File: src/rtl/regset_xfer.sv
module regset_xfer #(
  parameter int AW = 32
) (
  input  logic          clk,
  input  logic          rst_n,
  input  logic          start,
  input  logic [15:0]   mask,
  input  logic          to_regs,
  input  logic          long_sz,
  input  logic [1:0]    mode,
  input  logic [AW-1:0] base_addr,
  output logic          busy,
  output logic          done,
  output logic          wb_en,
  output logic [AW-1:0] final_addr,
  output logic [3:0]    rf_raddr,
  input  logic [31:0]   rf_rdata,
  output logic          rf_we,
  output logic [3:0]    rf_waddr,
  output logic [31:0]   rf_wdata,
  output logic          mem_req,
  output logic          mem_we,
  output logic [AW-1:0] mem_addr,
  output logic [15:0]   mem_wdata,
  input  logic [15:0]   mem_rdata,
  input  logic          mem_ack
);
  localparam logic [1:0] M_PRE  = 2'd1;
  localparam logic [1:0] M_POST = 2'd2;

  typedef enum logic [1:0] {S_IDLE, S_EMPTY, S_BUS, S_DONE} st_t;

  st_t           st;
  logic [15:0]   rem;
  logic [AW-1:0] addr, fin;
  logic [15:0]   hold;
  logic          half, r_load, r_long, r_pre, r_post, r_empty;

  function automatic logic [3:0] low_idx(input logic [15:0] v);
    low_idx = '0;
    for (int i = 15; i >= 0; i--)
      if (v[i]) low_idx = 4'(i);
  endfunction

  logic [3:0]    idx, reg_id;
  logic          last_word, take;
  logic [15:0]   rem_next;
  logic [4:0]    cnt;
  logic [AW-1:0] sz, span;

  assign idx       = low_idx(rem);
  assign reg_id    = r_pre ? ~idx : idx;
  assign last_word = !r_long || half;
  assign rem_next  = rem & ~(16'b1 << idx);
  assign take      = (st == S_IDLE) && start;
  assign cnt       = 5'($countones(mask));
  assign sz        = long_sz ? AW'(4) : AW'(2);
  assign span      = AW'(cnt) << (long_sz ? 2 : 1);

  assign busy       = st != S_IDLE;
  assign done       = st == S_DONE;
  assign wb_en      = done && !r_empty && (r_pre || r_post);
  assign final_addr = fin;

  assign mem_req   = st == S_BUS;
  assign mem_we    = !r_load;
  assign mem_addr  = addr;
  assign mem_wdata = (r_long && !half) ? rf_rdata[31:16] : rf_rdata[15:0];

  assign rf_raddr = reg_id;
  assign rf_waddr = reg_id;
  assign rf_we    = mem_req && r_load && mem_ack && last_word;
  assign rf_wdata = r_long ? {hold, mem_rdata} : {{16{mem_rdata[15]}}, mem_rdata};

  always_ff @(posedge clk) begin
    if (!rst_n) begin
      st <= S_IDLE;
      rem <= '0;
      addr <= '0;
      fin <= '0;
      hold <= '0;
      half <= 1'b0;
      r_load <= 1'b0;
      r_long <= 1'b0;
      r_pre <= 1'b0;
      r_post <= 1'b0;
      r_empty <= 1'b0;
    end else begin
      case (st)
        S_IDLE: if (take) begin
          r_load  <= to_regs;
          r_long  <= long_sz;
          r_pre   <= mode == M_PRE;
          r_post  <= mode == M_POST;
          r_empty <= mask == 16'h0;
          rem     <= mask;
          half    <= 1'b0;
          addr    <= (mode == M_PRE) ? base_addr - sz : base_addr;
          fin     <= (mode == M_PRE) ? base_addr - span : base_addr + span;
          st      <= (mask == 16'h0) ? S_EMPTY : S_BUS;
        end
        S_EMPTY: st <= S_DONE;
        S_BUS: if (mem_ack) begin
          if (!last_word) begin
            half <= 1'b1;
            hold <= mem_rdata;
            addr <= addr + AW'(2);
          end else begin
            half <= 1'b0;
            rem  <= rem_next;
            addr <= r_pre ? addr - (r_long ? AW'(6) : AW'(2)) : addr + AW'(2);
            if (rem_next == 16'h0) st <= S_DONE;
          end
        end
        default: st <= S_IDLE;
      endcase
    end
  end

  p_addr_even_r2: assert property (@(posedge clk) disable iff (!rst_n)
    mem_req |-> mem_addr[0] == 1'b0);
  p_addr_hold_r2: assert property (@(posedge clk) disable iff (!rst_n)
    mem_req && !mem_ack |=> mem_req && $stable(mem_addr));
  p_sext_r3: assert property (@(posedge clk) disable iff (!rst_n)
    rf_we && !r_long |-> rf_wdata[31:16] == {16{rf_wdata[15]}});
  p_store_no_rf_r1: assert property (@(posedge clk) disable iff (!rst_n)
    mem_req && mem_we |-> !rf_we);
  p_wb_done_r6: assert property (@(posedge clk) disable iff (!rst_n)
    wb_en |-> done);
  p_done_pulse_r7: assert property (@(posedge clk) disable iff (!rst_n)
    done |=> !done);
  p_done_after_ack_r7: assert property (@(posedge clk) disable iff (!rst_n)
    done && !r_empty |-> $past(mem_req && mem_ack));
  p_empty_quiet_r8: assert property (@(posedge clk) disable iff (!rst_n)
    start && !busy && mask == 16'h0 |=> !mem_req && !rf_we ##1 done && !wb_en);
  p_busy_start_r9: assert property (@(posedge clk) disable iff (!rst_n)
    busy && start && !done |=> $stable(final_addr));
endmodule

File: config.mk
export PLATFORM = sky130hd
export DESIGN_NAME = regset_xfer
export DESIGN_NICKNAME = d
export VERILOG_FILES = /design/src/rtl/regset_xfer.sv
export SDC_FILE = /design/constraint.sdc
export NUM_CORES = 1
export LEC_CHECK = 0
export BUFFER_PORTS_ARGS = -buffer_cell sky130_fd_sc_hd__buf_2
export CORE_MARGIN = 2
export CORE_UTILIZATION = 25
export CTS_BUF_LIST = sky130_fd_sc_hd__clkbuf_8 sky130_fd_sc_hd__clkbuf_16
export DETAILED_ROUTE_END_ITERATION = 12
export PLACE_DENSITY = 0.47
export SETUP_SLACK_MARGIN = 0.3
export SLEW_MARGIN = 10
export SYNTH_ARGS = -nofsm -noshare
export SYNTH_HDL_FRONTEND = slang
export SYNTH_SLANG_ARGS = --single-unit
File: constraint.sdc
create_clock -name clk -period 6.7 [get_ports clk]
set_input_delay 1.005 -clock clk [delete_from_list [all_inputs] [get_ports clk]]
set_output_delay 1.005 -clock clk [all_outputs]
set_load 0.02 [all_outputs]
==> impl_metrics.csv <==
group,metric,value,unit
run_status,run_status,"completed",
power,clkPwrFrac,0.102,
clock_tree,cts_max_level,3,
worst_setup_path,end_kind,"flop",
worst_setup_path,cp_slowest_stage_delay,560,ps
drt,routed_wl,33800,µm
drt,drc,0,
synth,ys_seq_area_frac,0.226,
global_routing,antenna_found_initial,0,
final_layout,diodes,0,
synth,syn_inst,1297,
power,p_switching,2.81,mW
power,p_comb_frac,0.717,
final_layout,final_util,0.334,
global_routing,busiest_layer,"met2",
synth,ys.flop_type,"dfxtp_1",
clock_tree,cts_buffers,9,
synth,synth_area_leaders,"dfxtp_1 (23%), nand2_1 (9.6%), ha_1 (6.4%), nor2_1 (4.0%), a21oi_1 (3.9%)",
power,worst_ir_drop_vdd,0.000202,V
global_routing,use_met1,0.224,
synth,netlist.area_leader.share,0.226,
final_layout,layout_commonest_cell,"nand2_1",
power,power,5.60,mW
clock_tree,clkTransAtPathRegs,70,ps
worst_setup_path,cp-startpoint,"mask[11]",
worst_setup_path,rr_endpoint,"mem_addr[17]",
run,drv_cap,0,
place,numPortBuffers,229,
worst_setup_path,cp.arrival,6770,ps
drt,vias,9979,
synth,yosys_warnings,0,
global_routing,grt_first_pass_wirelength,52400,µm
floorplan,rows,70,
drt,ant_nets,0,
sta,slew_headroom,0.382,
clock_tree,clock_latency,380,ps
final_layout,final_cell_mix,"nand2_1 (229), buf_2 (223), dfxtp_1 (104)",
floorplan,initial_core_util,0.253,
sta,worst_pin_slew,904,ps
sta,timing.fmax,154,MHz
worst_setup_path,crit_end,"final_addr[28]",
synth,ys_ff_latch,104,
place,finalWeightedCongestion,0.835,
worst_setup_path,regToRegSetupSlack,3540,ps
drt,first_iter_violations,626,
synth,synth.avg_cell_area,7.10,µm²
synth,synth_top_cell_by_area,"dfxtp_1",
final_layout,nets,1723,
clock_tree,cts_buffer_depth,2,
worst_setup_path,required,6970,ps
synth,synth_area,9200,µm²
worst_setup_path,crit_type,"in2reg",
power,sw_frac_of_total,0.503,
final_layout,syn2layout_area_growth,32.3,%
sta,min_period,6510,ps
place,dp_hpwl,26300,µm
power,p_leak,5.37,nW
power,power.density,460,nW/µm²
sta,hold_viol,0,
worst_setup_path,critPathTopFamily,"adder cells",
min_path,hold_class,"reg2reg",
synth,yosysUniqueCellTypes,78,
floorplan,die_area,38400,µm²
clock_tree,clockRootBuffer,"clkbuf_16",
worst_setup_path,critPathLaunchType,"input pin",
power,pwr-share-seq,0.181,
global_routing,use_met2,0.290,
sta,finalSetupViolCount,0,
drt,wl_per_cell,16.6,µm
worst_setup_path,critPathMaxFanout,4,
floorplan,die-width,196,µm
clock_tree,cts_hold_buf,0,
worst_setup_path,crit_top_cell,"fa_1",
worst_setup_path,path_depth,27,
sta,post-route-period-util,0.971,
global_routing,grt_usage,0.172,
final_layout,drive_gt1_frac,0.288,
clock_tree,numClockSinks,104,
drt,first_pass_iters,5,
global_routing,grt_pass1_vias,9444,
sta,slew_viol_final,0,
sta,finClkSkew,8.20,ps
floorplan,io_pins,230,
worst_setup_path,crit_buf_inv,5,
synth,async_reset_ff_frac,0,
power,p_int,2.78,mW
worst_setup_path,rr_startpoint,"half",
global_routing,grt_max_degree,94,
synth,synth_edf_count,0,
global_routing,grt_overflow_total,0,
worst_setup_path,r2r_cells,9,
drt,drt-vias-per-instance,4.91,
floorplan,die_y,196,µm
worst_setup_path,crit_path_top_delay_cell,"fa_1",
global_routing,grt.met3_usage,0.0359,
floorplan,coreArea,36400,µm²
sta,timing.setup.tns,0,ps
sta,grt_setup_unrepaired,"true",
clock_tree,cts_tree,"built",
-- layer usage --
layer	up-vias	wire length, µm
met1	4633	15500
met4	0	640
met3	34	1660
met2	258	16000
met5	-	0
li1	5054	-
-- logic make-up (layout without fill, tap and decap cells) --
family / count (synthesis) / in the layout / share of synthesized area
AND/OR/NAND/NOR: 582 / 582 / 0.311
AO/OA/AOI/OAI: 343 / 343 / 0.244
multiplexers: 5 / 5 / 0.00557
other: 2 / 3 / 0.000816
adder cells (fa/ha/maj): 60 / 60 / 0.0922
flip-flops: 104 / 104 / 0.226
XOR/XNOR: 54 / 54 / 0.0514
buffers and inverters: 147 / 413 / 0.0685
-- flip-flops by register name, summed over array words and instances, names as in the netlist --
| signal | flops |
|---|---|
| st | 2 |
| rem | 16 |
| mem_addr | 32 |
| r_post | 1 |
| hold | 16 |
| r_pre | 1 |
| r_long | 1 |
| half | 1 |
| r_load | 1 |
| r_empty | 1 |
| final_addr | 32 |
-- worst min path at each step --
stage                         startpoint              to  cells past startpoint
after floorplan                   r_post          r_post                      2
after global placement          hold[15]        hold[15]                      2
after detailed placement  final_addr[19]  final_addr[19]                      2
after CTS                 final_addr[19]  final_addr[19]                      2
after global routing             hold[7]         hold[7]                      2
final                     final_addr[19]  final_addr[19]                      2
-- per-stage QoR --
step	setup slack, ps	cells	hold slack (ps)	instance area, µm²
after floorplan	250	1298	441	9320
after global placement	-318	2001	452	11400
after detailed placement	-359	2001	447	11400
after CTS	197	2022	466	11800
after global routing	-41.9	2032	485	12200
final	193	2032	465	12200
-- worst reg2reg max path: stages, from the launching register on --
cell      delay [ps]
dfxtp_1          370
nand2b_1         650
nand2_1          520
nor3_1           650
nand2_1          190
nor3_1           160
a21oi_1           80
nor3b_1          200
o21ai_0           90
a21boi_0         170
-- cells in the mapped netlist (all sizes together) (4+ instances only) --
cell    instances
xor2           22
or2             7
or3            16
clkbuf         60
nand3          32
xnor2          32
nor3           22
o211ai          6
nor4           21
and4            5
mux2i           4
fa             13
nand4          11
nor2           98
inv            58
buf            29
a211oi         14
and3            5
o211a           4
o21ai          76
nand2b         32
nor3b           7
a22oi          20
a31oi          11
nor4b           4
o31a            6
and2           33
nand3b          6
a21oi          72
a22o            9
nor2b          36
o22ai          23
a41oi           5
a21o           27
ha             47
dfxtp         104
a21boi         29
nand2         236
or4             5
o31ai           7
o21a            6
-- power groups by stage --
stage / Combinational, mW / Clock [mW] / Sequential (mW)
final: 4.01 / 0.569 / 1.01
after floorplan: 2.41 / 0 / 1.10
after detailed placement: 3.70 / 0 / 1.02
after global routing: 4.43 / 0.612 / 1.05
after global placement: 3.69 / 0 / 1.02
after CTS: 3.80 / 0.597 / 1.01
-- final cells by class --
class / instances / area [µm²]
fill: 3948 / 24300
tap: 468 / 586
clock inverter: 6 / 61.3
clock buffer: 10 / 239
timing repair buffer: 339 / 2040
multi-input combinational: 1047 / 6940
inverter: 58 / 220
sequential: 104 / 2080
-- timing repair --
item / 4_1_cts / 5_1_grt
setup buffers: 5 / 10
endpoints found under the setup margin: 18 / 23
gates resized for setup: 27 / 71
pin swaps: 15 / 37
No activity file was read; power rests on OpenSTA's default activity.
